==> config.mk <==
export PLATFORM = sky130hd
export DESIGN_NAME = mbx_irq_ctrl
export DESIGN_NICKNAME = d
export VERILOG_FILES = /design/src/rtl/mbx_irq_pkg.sv /design/src/rtl/mbx_side_decode.sv /design/src/rtl/mbx_irq_flag.sv /design/src/rtl/mbx_irq_ctrl.sv
export SDC_FILE = /design/constraint.sdc
export NUM_CORES = 1
export LEC_CHECK = 0
export ABC_CLOCK_PERIOD_IN_PS = 1300
export BUFFER_PORTS_ARGS = -buffer_cell sky130_fd_sc_hd__buf_2
export CORE_AREA = 2 2 39 41
export DETAILED_ROUTE_END_ITERATION = 8
export DIE_AREA = 0 0 41 43
export PLACE_DENSITY = 0.49
export SYNTH_ARGS = -nofsm -noshare
export SYNTH_HDL_FRONTEND = slang
export SYNTH_SLANG_ARGS = --single-unit
export TNS_END_PERCENT = 20
==> constraint.sdc <==
create_clock -name clk -period 1.3 [get_ports clk]
set_clock_uncertainty 0.15 [all_clocks]
set_input_delay 0.13 -clock clk [delete_from_list [all_inputs] [get_ports clk]]
set_output_delay 0.13 -clock clk [all_outputs]
set_load 0.05 [all_outputs]
==> src/rtl/mbx_irq_pkg.sv <==
package mbx_irq_pkg;

   localparam int NUM_SIDES = 2;

   typedef enum logic {
      SIDE_LO = 1'b0,
      SIDE_HI = 1'b1
   } side_e;

   // events a side's access produces in one cycle
   typedef struct packed {
      logic peer_set;  // writes into the opposite side's mailbox
      logic own_clr;   // reads its own mailbox
   } mbx_evt_t;

endpackage

==> src/rtl/mbx_side_decode.sv <==
module mbx_side_decode
   import mbx_irq_pkg::*;
#(
   parameter int                 ADDR_W    = 15,
   parameter bit                 BUSY_LOW  = 1'b0,
   parameter logic [ADDR_W-1:0]  OWN_ADDR  = '1,
   parameter logic [ADDR_W-1:0]  PEER_ADDR = '0
) (
   input  logic              en,
   input  logic              wr,
   input  logic              rd,
   input  logic              busy,
   input  logic [ADDR_W-1:0] addr,
   output mbx_evt_t          evt
);

   logic busy_act;
   logic wr_acc;
   logic rd_acc;
   logic hit_own;
   logic hit_peer;

   generate
      if (BUSY_LOW) begin : g_busy_lo
         assign busy_act = ~busy;
      end else begin : g_busy_hi
         assign busy_act = busy;
      end
   endgenerate

   // a combined write+read strobe is a write
   assign wr_acc   = en & wr;
   assign rd_acc   = en & rd & ~wr;
   assign hit_own  = (addr == OWN_ADDR);
   assign hit_peer = (addr == PEER_ADDR);

   always_comb begin
      evt          = '0;
      evt.peer_set = wr_acc & hit_peer & ~busy_act;
      evt.own_clr  = rd_acc & hit_own  & ~busy_act;
   end

endmodule

==> src/rtl/mbx_irq_flag.sv <==
module mbx_irq_flag #(
   parameter bit SET_WINS = 1'b1
) (
   input  logic clk,
   input  logic rst_n,
   input  logic set,
   input  logic clr,
   output logic q
);

   logic q_nxt;

   generate
      if (SET_WINS) begin : g_set_pri
         assign q_nxt = set | (q & ~clr);
      end else begin : g_clr_pri
         assign q_nxt = ~clr & (set | q);
      end
   endgenerate

   always_ff @(posedge clk) begin
      if (!rst_n) q <= 1'b0;
      else        q <= q_nxt;
   end

endmodule

==> src/rtl/mbx_irq_ctrl.sv <==
module mbx_irq_ctrl
   import mbx_irq_pkg::*;
#(
   parameter int ADDR_W   = 15,
   parameter bit BUSY_LOW = 1'b0,
   parameter bit SET_WINS = 1'b1
) (
   input  logic              clk,
   input  logic              rst_n,
   input  logic              lo_en,
   input  logic              lo_wr,
   input  logic              lo_rd,
   input  logic [ADDR_W-1:0] lo_addr,
   input  logic              lo_busy,
   output logic              lo_irq,
   input  logic              hi_en,
   input  logic              hi_wr,
   input  logic              hi_rd,
   input  logic [ADDR_W-1:0] hi_addr,
   input  logic              hi_busy,
   output logic              hi_irq
);

   localparam logic [ADDR_W-1:0] MBX_HI = {ADDR_W{1'b1}};
   localparam logic [ADDR_W-1:0] MBX_LO = MBX_HI - 1'b1;

   generate
      if (ADDR_W < 2 || ADDR_W > 32) begin : g_bad_width
         $error("mbx_irq_ctrl: ADDR_W must lie in 2..32");
      end
   endgenerate

   logic              en_v   [NUM_SIDES];
   logic              wr_v   [NUM_SIDES];
   logic              rd_v   [NUM_SIDES];
   logic              busy_v [NUM_SIDES];
   logic [ADDR_W-1:0] addr_v [NUM_SIDES];
   mbx_evt_t          evt_v  [NUM_SIDES];
   logic              irq_v  [NUM_SIDES];

   assign en_v[SIDE_LO]   = lo_en;
   assign wr_v[SIDE_LO]   = lo_wr;
   assign rd_v[SIDE_LO]   = lo_rd;
   assign busy_v[SIDE_LO] = lo_busy;
   assign addr_v[SIDE_LO] = lo_addr;
   assign en_v[SIDE_HI]   = hi_en;
   assign wr_v[SIDE_HI]   = hi_wr;
   assign rd_v[SIDE_HI]   = hi_rd;
   assign busy_v[SIDE_HI] = hi_busy;
   assign addr_v[SIDE_HI] = hi_addr;

   generate
      for (genvar s = 0; s < NUM_SIDES; s++) begin : g_side
         localparam int                PEER_IDX = NUM_SIDES - 1 - s;
         localparam logic [ADDR_W-1:0] OWN_A    = (s == 0) ? MBX_LO : MBX_HI;
         localparam logic [ADDR_W-1:0] PEER_A   = (s == 0) ? MBX_HI : MBX_LO;

         mbx_side_decode #(
            .ADDR_W    (ADDR_W),
            .BUSY_LOW  (BUSY_LOW),
            .OWN_ADDR  (OWN_A),
            .PEER_ADDR (PEER_A)
         ) dec_i (
            .en   (en_v[s]),
            .wr   (wr_v[s]),
            .rd   (rd_v[s]),
            .busy (busy_v[s]),
            .addr (addr_v[s]),
            .evt  (evt_v[s])
         );

         // the flag of side s is raised by the other side, lowered by s
         mbx_irq_flag #(
            .SET_WINS (SET_WINS)
         ) flag_i (
            .clk   (clk),
            .rst_n (rst_n),
            .set   (evt_v[PEER_IDX].peer_set),
            .clr   (evt_v[s].own_clr),
            .q     (irq_v[s])
         );
      end
   endgenerate

   assign lo_irq = irq_v[SIDE_LO];
   assign hi_irq = irq_v[SIDE_HI];

endmodule

==> run_results.csv <==
group,metric,value,unit
placed_design,dp_cells,79,
floorplanning,coreArea,0.001384,mm^2
cts,post_cts_resize_count,0,
cts,cts_setup_buffers,0,
cells_and_area,top_regs,"g_side.flag_i.q (2)",
cts,clock_latency,0.22,ns
cells_and_area,top_register,"g_side.flag_i.q",
detailed_routing,wl_per_cell,9.061,um
synthesis,yosysMostFrequentCell,"nand4_1",
synthesis,synth.distinct_cells,11,
cts,clk_pin_slew,0.03,ns
floorplanning,start_util,0.1193,
setup_path,endpoint_kind,"flip-flop",
cells_and_area,drive_gt1_frac,0.6970,
sta,fin_crit_sh,0.8925,
synthesis,synth_edf_count,0,
sta,finalHoldViolations,0,
cells_and_area,fin_cells,82,
detailed_routing,drc,0,
cells_and_area,largest_reg_flops,2,
synthesis,synth.area.top_cells,"nand4_1, dfxtp_1, nand4b_1",
cells_and_area,final_cell_area,420.4,um^2
detailed_routing,drtAntennaViolNets,0,
floorplanning,die_h,43,um
cts,clockBufferDepth,2,
power_and_ir_drop,p_per_area,624.2,mW/mm^2
synthesis,ys_warn_count,0,
worst_hold_path,hp-class,"input port to flip-flop",
detailed_routing,routed_wl,743,um
cells_and_area,synthToLayoutAreaGrowth,154.5,%
setup_path,cp.required,1.25,ns
sta,maxSlewViolCount,0,
global_routing,grt_pass1_vias,359,
synthesis,yosys_register_bits,2,
detailed_routing,drtIter0Drc,6,
global_routing,grt-ovfl-total,0,
cts,ctsHoldBuffers,0,
cts,clock_sinks,2,
sta,fin_hold_ws,0.03091,ns
power_and_ir_drop,worst_ir_drop_vdd,0.3476,mV
synthesis,ys_seq_area_frac,0.2424,
sta,period_minus_slack,1.160,ns
cts,clockRootBuffer,"clkbuf_4",
synthesis,synthArstFlopShare,0,
sta,rsz0062_at_grt,"false",
cells_and_area,nNetsFinal,108,
worst_hold_path,worstHoldStart,"lo_wr",
setup_path,rr_startpoint,"g_side[0].flag_i.q$_SDFF_PN0_",
cts,numCtsBuffers,3,
sta,relSlewSlack,0.7410,
setup_path,rr_worst_depth,1,
power_and_ir_drop,finalPower,0.2624,mW
sta,fin_setup_tns,0,ns
floorplanning,die_area,0.001763,mm^2
worst_hold_path,hold_end,"g_side[1].flag_i.q$_SDFF_PN0_",
setup_path,rrSetupSlack,0.54,ns
sta,setup_viol,0,
global_routing,antenna_found_initial,0,
cells_and_area,diodes,0,
synthesis,synth_largest_area_cell,"nand4_1",
placed_design,placed_area,397.9,um^2
sta,fmax,861.9,MHz
setup_path,reg2reg_to,"g_side[0].flag_i.q$_SDFF_PN0_",
cts,cts_tree,"built",
synthesis,netlist_instances,21,
detailed_routing,vias,371,
worst_hold_path,whs_path_depth,3,
setup_path,cp_max_fo,2,
global_routing,grt_max_degree,5,
placed_design,globalplace.congestion,0.6868,
cells_and_area,fill_cells,160,
sta,worstMarginPinSlew,0.3850,ns
placed_design,port_buffers,41,
floorplanning,dieWidth,41,um
detailed_routing,firstDrtPassIters,2,
run_status,status,"finished, final reports clean",
synthesis,synth_nets,61,
floorplanning,ios,42,
synthesis,synthesis.area,165.2,um^2
synthesis,syn_area_per_cell,7.865,um^2
job,drv_cap,0,
global_routing,gr-usage-all-layers,0.1002,
synthesis,synth_top_area_frac,0.2652,
setup_path,crit_path_start_kind,"input port",
power_and_ir_drop,p_leak,0.2226,nW
cts,htree_levels,1,
setup_path,cp.arrival,1.11,ns
synthesis,synth_commonest_cells,"nand4_1, dfxtp_1, nand2_1, nand4b_1, nor2_1",
global_routing,grt_first_pass_wirelength,1124,um
detailed_routing,viasPerCell,4.524,
floorplanning,rows,14,
synthesis,ys.flop_type,"dfxtp_1",
setup_path,crit_type,"input port to flip-flop",
## power by group
part / total, mW / switching [mW] / internal, mW
sequential: 0.0619 / 0.000000243 / 0.0619
clock: 0.134 / 0.0324 / 0.102
combinational: 0.0665 / 0.0213 / 0.0452
## layout by cell type, fill, tap and decap left out, drive strengths merged, types with 2 or more instances in the layout
cell type / netlist / routed
buf: 0 / 42
clkbuf: 0 / 3
dfxtp: 2 / 2
nand2: 2 / 2
nand4: 7 / 7
nand4b: 2 / 2
nor2: 2 / 2
nor4: 2 / 2
## cell type report
type | instances | area (um^2) | area share
clock buffer | 3 | 22.52 | 0.05357
timing repair buffer | 42 | 212.7 | 0.5060
tap | 16 | 20.02 | 0.04762
multi-input combinational | 19 | 125.1 | 0.2976
sequential | 2 | 40.04 | 0.09524
## per-layer routing
layer | wire length (um) | vias to the layer above | GRT usage
met3 | 151 | 0 | 0.07853
met2 | 371 | 34 | 0.1813
met1 | 221 | 153 | 0.05751
met5 | 0 | - | 0
li1 | - | 184 | -
met4 | 0 | 0 | 0.06000
## how the worst max path moves through the flow
stage	start	to	slack (ns)	cells past startpoint
final	hi_busy	g_side[1].flag_i.q$_SDFF_PN0_	0.14	5
after detailed placement	hi_busy	g_side[1].flag_i.q$_SDFF_PN0_	-0.14	5
after floorplan	lo_busy	g_side[0].flag_i.q$_SDFF_PN0_	0.15	4
after global routing	hi_busy	g_side[1].flag_i.q$_SDFF_PN0_	0.04	5
after CTS	hi_busy	g_side[1].flag_i.q$_SDFF_PN0_	0.09	5
after global placement	hi_busy	g_side[1].flag_i.q$_SDFF_PN0_	-0.14	5
## worst max-delay path, stage by stage
cell and delay [ns]:
buf_2 0.09, nand4b_1 0.17, nor4_1 0.40, and4b_1 0.25, o21ai_0 0.07
## cell families (layout without fill, tap and decap cells)
| kind of cell | count (synthesis) | after routing | synth area share |
|---|---|---|---|
| AO/OA/AOI/OAI | 2 | 2 | 0.09088 |
| AND/OR/NAND/NOR | 17 | 17 | 0.6667 |
| buffers and inverters | 0 | 45 | 0 |
| flip-flops | 2 | 2 | 0.2424 |
## stage by stage
step / util / setup WS, ns
after CTS: 0.3038 / 0.08617
after global placement: 0.2875 / -0.1389
final: 0.3038 / 0.1397
after floorplan: - / 0.1542
after global routing: 0.3038 / 0.04025
after detailed placement: 0.2875 / -0.1388
(Power assumes the default switching activity.)
